File: src/rtl/bhg_pkg.sv
package bhg_pkg;

    // Entry 0 is the left-most element of the assignment pattern.
    typedef logic [0:15][31:0] bhg_decay_t;

    localparam bhg_decay_t BHG_DECAY_NARROW =
        '{32'd0, 32'd0, 32'd769, 32'd31, 32'd104, 32'd14, 32'd82, 32'd0,
          32'd0, 32'd0, 32'd0, 32'd0, 32'd0, 32'd0, 32'd0, 32'd0};

    localparam bhg_decay_t BHG_DECAY_WIDE =
        '{32'd0, 32'd0, 32'd0, 32'd0, 32'd0, 32'd0, 32'd0, 32'd0,
          32'd5750, 32'd100, 32'd79, 32'd13, 32'd12, 32'd4, 32'd5, 32'd13};

    localparam logic [19:0] BHG_INC_NARROW = 20'h01388;
    localparam logic [19:0] BHG_INC_WIDE   = 20'h17700;
    localparam logic [39:0] BHG_HEAT_MAX   = 40'h02540BE400;

    localparam int unsigned BHG_IDX_LAST = 15;

endpackage

File: src/rtl/bhg_idle_sched.sv
module bhg_idle_sched
    import bhg_pkg::*;
#(
    parameter int unsigned IDLE_CYCLES = 20,
    parameter bhg_decay_t  DECAY_STEPS = BHG_DECAY_NARROW
) (
    input  logic        clk,
    input  logic        rst_n,
    input  logic        pulse_i,
    input  logic        rise_p_i,
    output logic        tick_o,
    output logic [31:0] step_o
);
    localparam int unsigned CW = (IDLE_CYCLES > 1) ? $clog2(IDLE_CYCLES) : 1;
    localparam logic [CW-1:0] CYC_LAST = CW'(IDLE_CYCLES - 1);

    typedef struct packed {
        logic [CW-1:0] cyc;
        logic [3:0]    idx;
    } sched_t;

    sched_t s_d, s_q;
    logic   tick_d;
    logic [3:0] idx_nx;

    always_comb begin
        s_d    = s_q;
        tick_d = 1'b0;
        idx_nx = (s_q.idx == 4'(BHG_IDX_LAST)) ? s_q.idx : s_q.idx + 4'd1;
        if (rise_p_i) begin
            s_d.cyc = '0;
            s_d.idx = '0;
        end else if (!pulse_i) begin
            if (s_q.cyc == CYC_LAST) begin
                s_d.cyc = '0;
                s_d.idx = idx_nx;
                tick_d  = 1'b1;
            end else begin
                s_d.cyc = s_q.cyc + 1'b1;
            end
        end
    end

    assign tick_o = tick_d;
    assign step_o = tick_d ? DECAY_STEPS[idx_nx] : 32'd0;

    always_ff @(posedge clk) begin
        if (!rst_n) s_q <= '0;
        else        s_q <= s_d;
    end

    // the interval counter never moves while a pulse is high
    a_r6_hold_high: assert property (@(posedge clk) disable iff (!rst_n)
        ($past(pulse_i) && !$past(rise_p_i)) |-> $stable(s_q.cyc));

    // a rising strobe restarts the decay index
    a_r7_index_restart: assert property (@(posedge clk) disable iff (!rst_n)
        rise_p_i |=> (s_q.idx == 4'd0));

endmodule

File: src/rtl/bhg_heat_acc.sv
module bhg_heat_acc #(
    parameter int unsigned   ACC_W    = 40,
    parameter logic [19:0]   HEAT_INC = 20'h01388,
    parameter logic [39:0]   HEAT_MAX = 40'h02540BE400
) (
    input  logic        clk,
    input  logic        rst_n,
    input  logic        rise_p_i,
    input  logic        tick_i,
    input  logic [31:0] step_i,
    output logic        over_o
);
    localparam int unsigned SW = ACC_W + 1;

    typedef struct packed {
        logic [ACC_W-1:0] heat;
    } acc_t;

    acc_t s_d, s_q;
    logic [SW-1:0]    sum;
    logic [ACC_W-1:0] step_ext;
    logic             over;

    always_comb begin
        sum      = {1'b0, s_q.heat} + SW'(HEAT_INC);
        over     = sum > SW'(HEAT_MAX);
        step_ext = ACC_W'(step_i);
        s_d      = s_q;
        if (rise_p_i) begin
            if (!over) s_d.heat = sum[ACC_W-1:0];
        end else if (tick_i) begin
            s_d.heat = (s_q.heat > step_ext) ? s_q.heat - step_ext : '0;
        end
    end

    assign over_o = over;

    always_ff @(posedge clk) begin
        if (!rst_n) s_q <= '0;
        else        s_q <= s_d;
    end

    // the figure never sits above the ceiling
    a_r4_ceiling: assert property (@(posedge clk) disable iff (!rst_n)
        SW'(s_q.heat) <= SW'(HEAT_MAX));

    // only a rising strobe raises the figure
    a_r3_rise_only: assert property (@(posedge clk) disable iff (!rst_n)
        (s_q.heat > $past(s_q.heat)) |-> $past(rise_p_i));

    // the figure falls only at an interval boundary
    a_r8_fall_on_tick: assert property (@(posedge clk) disable iff (!rst_n)
        (s_q.heat < $past(s_q.heat)) |-> $past(tick_i));

endmodule

File: src/rtl/burst_heat_guard.sv
module burst_heat_guard
    import bhg_pkg::*;
#(
    parameter bit          WIDE_PULSES = 1'b0,
    parameter int unsigned ACC_W       = 40,
    parameter logic [19:0] HEAT_INC    = WIDE_PULSES ? BHG_INC_WIDE : BHG_INC_NARROW,
    parameter logic [39:0] HEAT_MAX    = BHG_HEAT_MAX,
    parameter int unsigned IDLE_CYCLES = 20,
    parameter bhg_decay_t  DECAY_STEPS = WIDE_PULSES ? BHG_DECAY_WIDE : BHG_DECAY_NARROW
) (
    input  logic clk,
    input  logic rst_n,
    input  logic pulse_i,
    input  logic rise_p_i,
    input  logic fall_p_i,
    output logic pulse_o,
    output logic err_p_o
);
    typedef struct packed {
        logic pass;
        logic err;
        logic mask;
    } gate_t;

    gate_t       g_d, g_q;
    logic        tick;
    logic [31:0] step;
    logic        over;
    logic        blank;

    bhg_idle_sched #(
        .IDLE_CYCLES (IDLE_CYCLES),
        .DECAY_STEPS (DECAY_STEPS)
    ) u_sched (
        .clk      (clk),
        .rst_n    (rst_n),
        .pulse_i  (pulse_i),
        .rise_p_i (rise_p_i),
        .tick_o   (tick),
        .step_o   (step)
    );

    bhg_heat_acc #(
        .ACC_W    (ACC_W),
        .HEAT_INC (HEAT_INC),
        .HEAT_MAX (HEAT_MAX)
    ) u_heat (
        .clk      (clk),
        .rst_n    (rst_n),
        .rise_p_i (rise_p_i),
        .tick_i   (tick),
        .step_i   (step),
        .over_o   (over)
    );

    always_comb begin
        blank      = rise_p_i ? over : g_q.mask;
        g_d.pass   = pulse_i & ~blank;
        g_d.err    = rise_p_i & over;
        if (rise_p_i)      g_d.mask = over;
        else if (fall_p_i) g_d.mask = 1'b0;
        else               g_d.mask = g_q.mask;
    end

    always_ff @(posedge clk) begin
        if (!rst_n) g_q <= '0;
        else        g_q <= g_d;
    end

    assign pulse_o = g_q.pass;
    assign err_p_o = g_q.err;

    // output high only where the input was high one cycle earlier
    a_r2_one_cycle_lag: assert property (@(posedge clk) disable iff (!rst_n)
        pulse_o |-> $past(pulse_i));

    // the error strobe lasts one cycle
    a_r5_err_single: assert property (@(posedge clk) disable iff (!rst_n)
        err_p_o |=> !err_p_o);

    // a blanked pulse produces no output in its error cycle
    a_r4_err_blanks: assert property (@(posedge clk) disable iff (!rst_n)
        err_p_o |-> !pulse_o);

    // outputs are low in the first cycle after reset
    a_r1_reset_quiet: assert property (@(posedge clk)
        $past(!rst_n) |-> (!pulse_o && !err_p_o));

endmodule

File: config.mk
export PLATFORM = sky130hd
export DESIGN_NAME = burst_heat_guard
export DESIGN_NICKNAME = d
export VERILOG_FILES = /design/src/rtl/bhg_pkg.sv /design/src/rtl/bhg_idle_sched.sv /design/src/rtl/bhg_heat_acc.sv /design/src/rtl/burst_heat_guard.sv
export SDC_FILE = /design/constraint.sdc
export NUM_CORES = 1
export LEC_CHECK = 0
export BUFFER_PORTS_ARGS = -buffer_cell sky130_fd_sc_hd__buf_2
export CORE_ASPECT_RATIO = 1.2
export CORE_MARGIN = 3
export CORE_UTILIZATION = 35
export CTS_CLUSTER_DIAMETER = 200
export DETAILED_ROUTE_END_ITERATION = 6
export GPL_TIMING_DRIVEN = 1
export PLACE_DENSITY = 0.58
export SYNTH_ARGS = -nofsm -noshare
export SYNTH_HDL_FRONTEND = slang
export SYNTH_SLANG_ARGS = --single-unit
File: constraint.sdc
create_clock -name clk -period 14.5 [get_ports clk]
set_clock_uncertainty 0.2 [all_clocks]
set_input_delay 2.175 -clock clk [delete_from_list [all_inputs] [get_ports clk]]
set_output_delay 2.175 -clock clk [all_outputs]
set_load 0.02 [all_outputs]
==> impl_metrics.toml <==
[status]
outcome = "finished, final reports clean"

[drt]
drtAntennaViolNets = 0
vias = 5464
first_iter_violations = 599
drc = 0
avgViaCountPerCell = 6.59
wl_per_cell_um = 20.2
dr.pass1.iters = 6
drt-total-wl_mm = 16.8

[pwr]
internal-power_mw = 0.542
total_leakage_power_nw = 1.77
p_seq_share_pct = 22.6
combPwrFrac_pct = 66.6
p_per_area_mw_per_mm2 = 240
ir_drop_mv = 0.119
switchingPower_mw = 0.699
fin_total_pwr_mw = 1.24
p_sw_share_pct = 56.3
clkPwrFrac_pct = 10.8

[timing]
drv_slew = 0
setup_viol = 0
worst_pin_slew_ns = 1.13
layout_min_cycle_time_ns = 7.32
timing.final.crit_share_pct = 50.5
tns_ns = 0
hold_viol_final = 0
rsz0062_at_grt = "no"
max_clock_freq_mhz = 137
slew_headroom_pct = 24.9

[worst_setup_path]
required_ns = 14.48
crit_type = "input pin to register"
crit_chain = "buf_2 > nand2b_1 > nor3_1 > nand2_1 > a211oi_1 > o21ai_0 > ha_1 > a21o_1 > a21oi_1 > o21ai_0 > a311oi_1 > o21ai_1 > nor3_1 > a21oi_1 > o311ai_0 > o21ai_0"
cp_data_arrival_time_ns = 7.30
startpoint_type = "input pin"
cp_top_family = "compound AO/OA/AOI/OAI gates"
critPathBufInv = 1
worstPathMaxFanout = 8
slowest_stage = "nor3_1"
cp_common_cell = "o21ai_0"
cpPeakStageDelay_ns = 0.78
endpoint_kind = "register"

[placement]
numPortBuffers = 6
place_congestion = 0.942
placed_area_mm2 = 0.00502
hpwlAfterDp_mm = 11.5

[yosys]
synth-seq-area-share_pct = 21.0
synthArstFlopShare_pct = 0
synth_ff_type = "dfxtp_1"
syn_inst = 693
yosys_warnings = 0
netlist_area_mm2 = 0.00496
synth_nets = 715
postSynthAreaPerCell_um2 = 7.16
synth-edff-count = 0
synth-seq-cells = 52
synth.distinct_cells = 72

[clock_tree]
root_buffer = "clkbuf_16"
postCtsHoldBufs = 0
clk_pin_slew_ns = 0.08
worstSkewPairLatency_ns = 0.31
cts_tree = "done"
cts_sinks = 52
cts_setup_buffers = 0
clock_path_buffers = 2
htree_levels = 2
cts_buffers = 5
post_cts_resized = 0

[floorplan]
rows = 47
dieArea_mm2 = 0.0156
dieHeight_um = 136
start_util_pct = 35.9
io_pins = 7
die_w_um = 115
core_mm2 = 0.0138

[cells_and_area]
finalInstanceArea_mm2 = 0.00517
diodes = 0
final_nets = 679
drive_above_1_share_pct = 7.90
area_growth_pct = 4.31

[run]
max_cap_viol_count = 0

[global_routing]
grt_use_total_pct = 21.2
grt_pass1_vias = 5032
grt-ovfl-total = 0
grt_max_degree = 49
grt_pass1_wl_mm = 26.8
antenna_found_initial = 0

[min_path]
hold_class = "register to register"
## cells in the mapped netlist, types with 7 or more instances
master | n | share of area (%)
o31ai_1 | 12 | 1.8
ha_1 | 16 | 4.0
o311ai_0 | 7 | 1.2
o21ai_0 | 38 | 3.8
nand2b_1 | 8 | 1.0
or3_1 | 11 | 1.4
nor4_1 | 19 | 2.4
nand3_1 | 38 | 3.8
nor2_1 | 59 | 4.5
a21o_1 | 9 | 1.4
o221a_2 | 14 | 3.2
xor2_1 | 11 | 1.9
nand2_1 | 68 | 5.1
and3_1 | 15 | 1.9
o21a_1 | 8 | 1.2
or4_1 | 7 | 1.1
nand4_1 | 14 | 1.8
a31oi_1 | 7 | 0.88
nor3_1 | 40 | 4.0
xnor2_1 | 17 | 3.0
a211oi_1 | 15 | 2.3
dfxtp_1 | 52 | 21
buf_2 | 11 | 1.1
clkbuf_1 | 40 | 3.0
a21oi_1 | 41 | 4.1
and2_1 | 8 | 1.0
inv_1 | 9 | 0.68
## cells in the final DEF, fill, tap and decap left out, types with 16 or more instances in the layout
master,Yosys,final
a21oi_1,41,40
dfxtp_1,52,52
ha_1,16,16
nand2_1,68,68
nand3_1,38,38
nor2_1,59,59
nor3_1,40,40
nor4_1,19,19
o21ai_0,38,38
xnor2_1,17,17
## worst min-delay path: stages (launching register included)
cell,delay (ns)
dfxtp_1,0.32
o21ai_0,0.07
a21oi_1,0.06
## registers in the layout, summed over array words and instances, names as in the netlist
name / flops
u_heat.s_q: 40
u_sched.s_q: 9
err_p_o: 1
g_q: 1
pulse_o: 1
## final timing paths
kind | from | endpoint | slack, ns | cells past startpoint
max | pulse_i | u_heat.s_q[35]$_SDFFE_PN0P_ | 7.18 | 16
min | u_sched.s_q[8]$_SDFFE_PP0N_ | u_sched.s_q[8]$_SDFFE_PP0N_ | 0.29 | 2
max reg2reg | u_sched.s_q[4]$_SDFFE_PP0N_ | u_heat.s_q[35]$_SDFFE_PN0P_ | 8.74 | 16
min reg2reg | u_sched.s_q[8]$_SDFFE_PP0N_ | u_sched.s_q[8]$_SDFFE_PP0N_ | 0.29 | 2
## power groups by stage
stage / Sequential, mW / Clock, mW / Combinational (mW)
global placement: 0.278 / 0 / 0.790
global route: 0.289 / 0.140 / 0.896
floorplan: 0.208 / 0 / 0.630
CTS: 0.276 / 0.136 / 0.803
detailed placement: 0.279 / 0 / 0.799
finish: 0.281 / 0.134 / 0.827
## layer usage
layer  global-route usage, %  wire, um
met1                    28.1      7110
met2                    35.1      8010
met3                    2.85      1240
met4                    7.66       406
met5                       0         0
## kinds of logic after synthesis
logic type,synth area share [%]
fa+ha+maj,4.44
buf+inv,5.68
flops,21.0
mux,1.44
xor+xnor,4.95
simple gates,33.1
compound gates,29.4
## per-stage QoR
stage | utilization, % | instances | hold slack [ns] | setup slack [ns]
floorplan | - | 693 | 0.249 | 8.31
global route | 37.4 | 829 | 0.350 | 6.70
finish | 37.4 | 829 | 0.292 | 7.18
global placement | 36.3 | 821 | 0.283 | 7.27
detailed placement | 36.3 | 821 | 0.283 | 6.93
CTS | 37.4 | 829 | 0.296 | 7.25
## layout make-up
type | instances | area, um^2
Multi-Input combinational cell | 574 | 3640
Sequential cell | 52 | 1040
Fill cell | 1442 | 8650
Clock buffer | 5 | 125
Tap cell | 171 | 214
Inverter | 11 | 41.3
Timing Repair Buffer | 13 | 82.6
Clock inverter | 3 | 28.8
(Power assumes the default switching activity.)
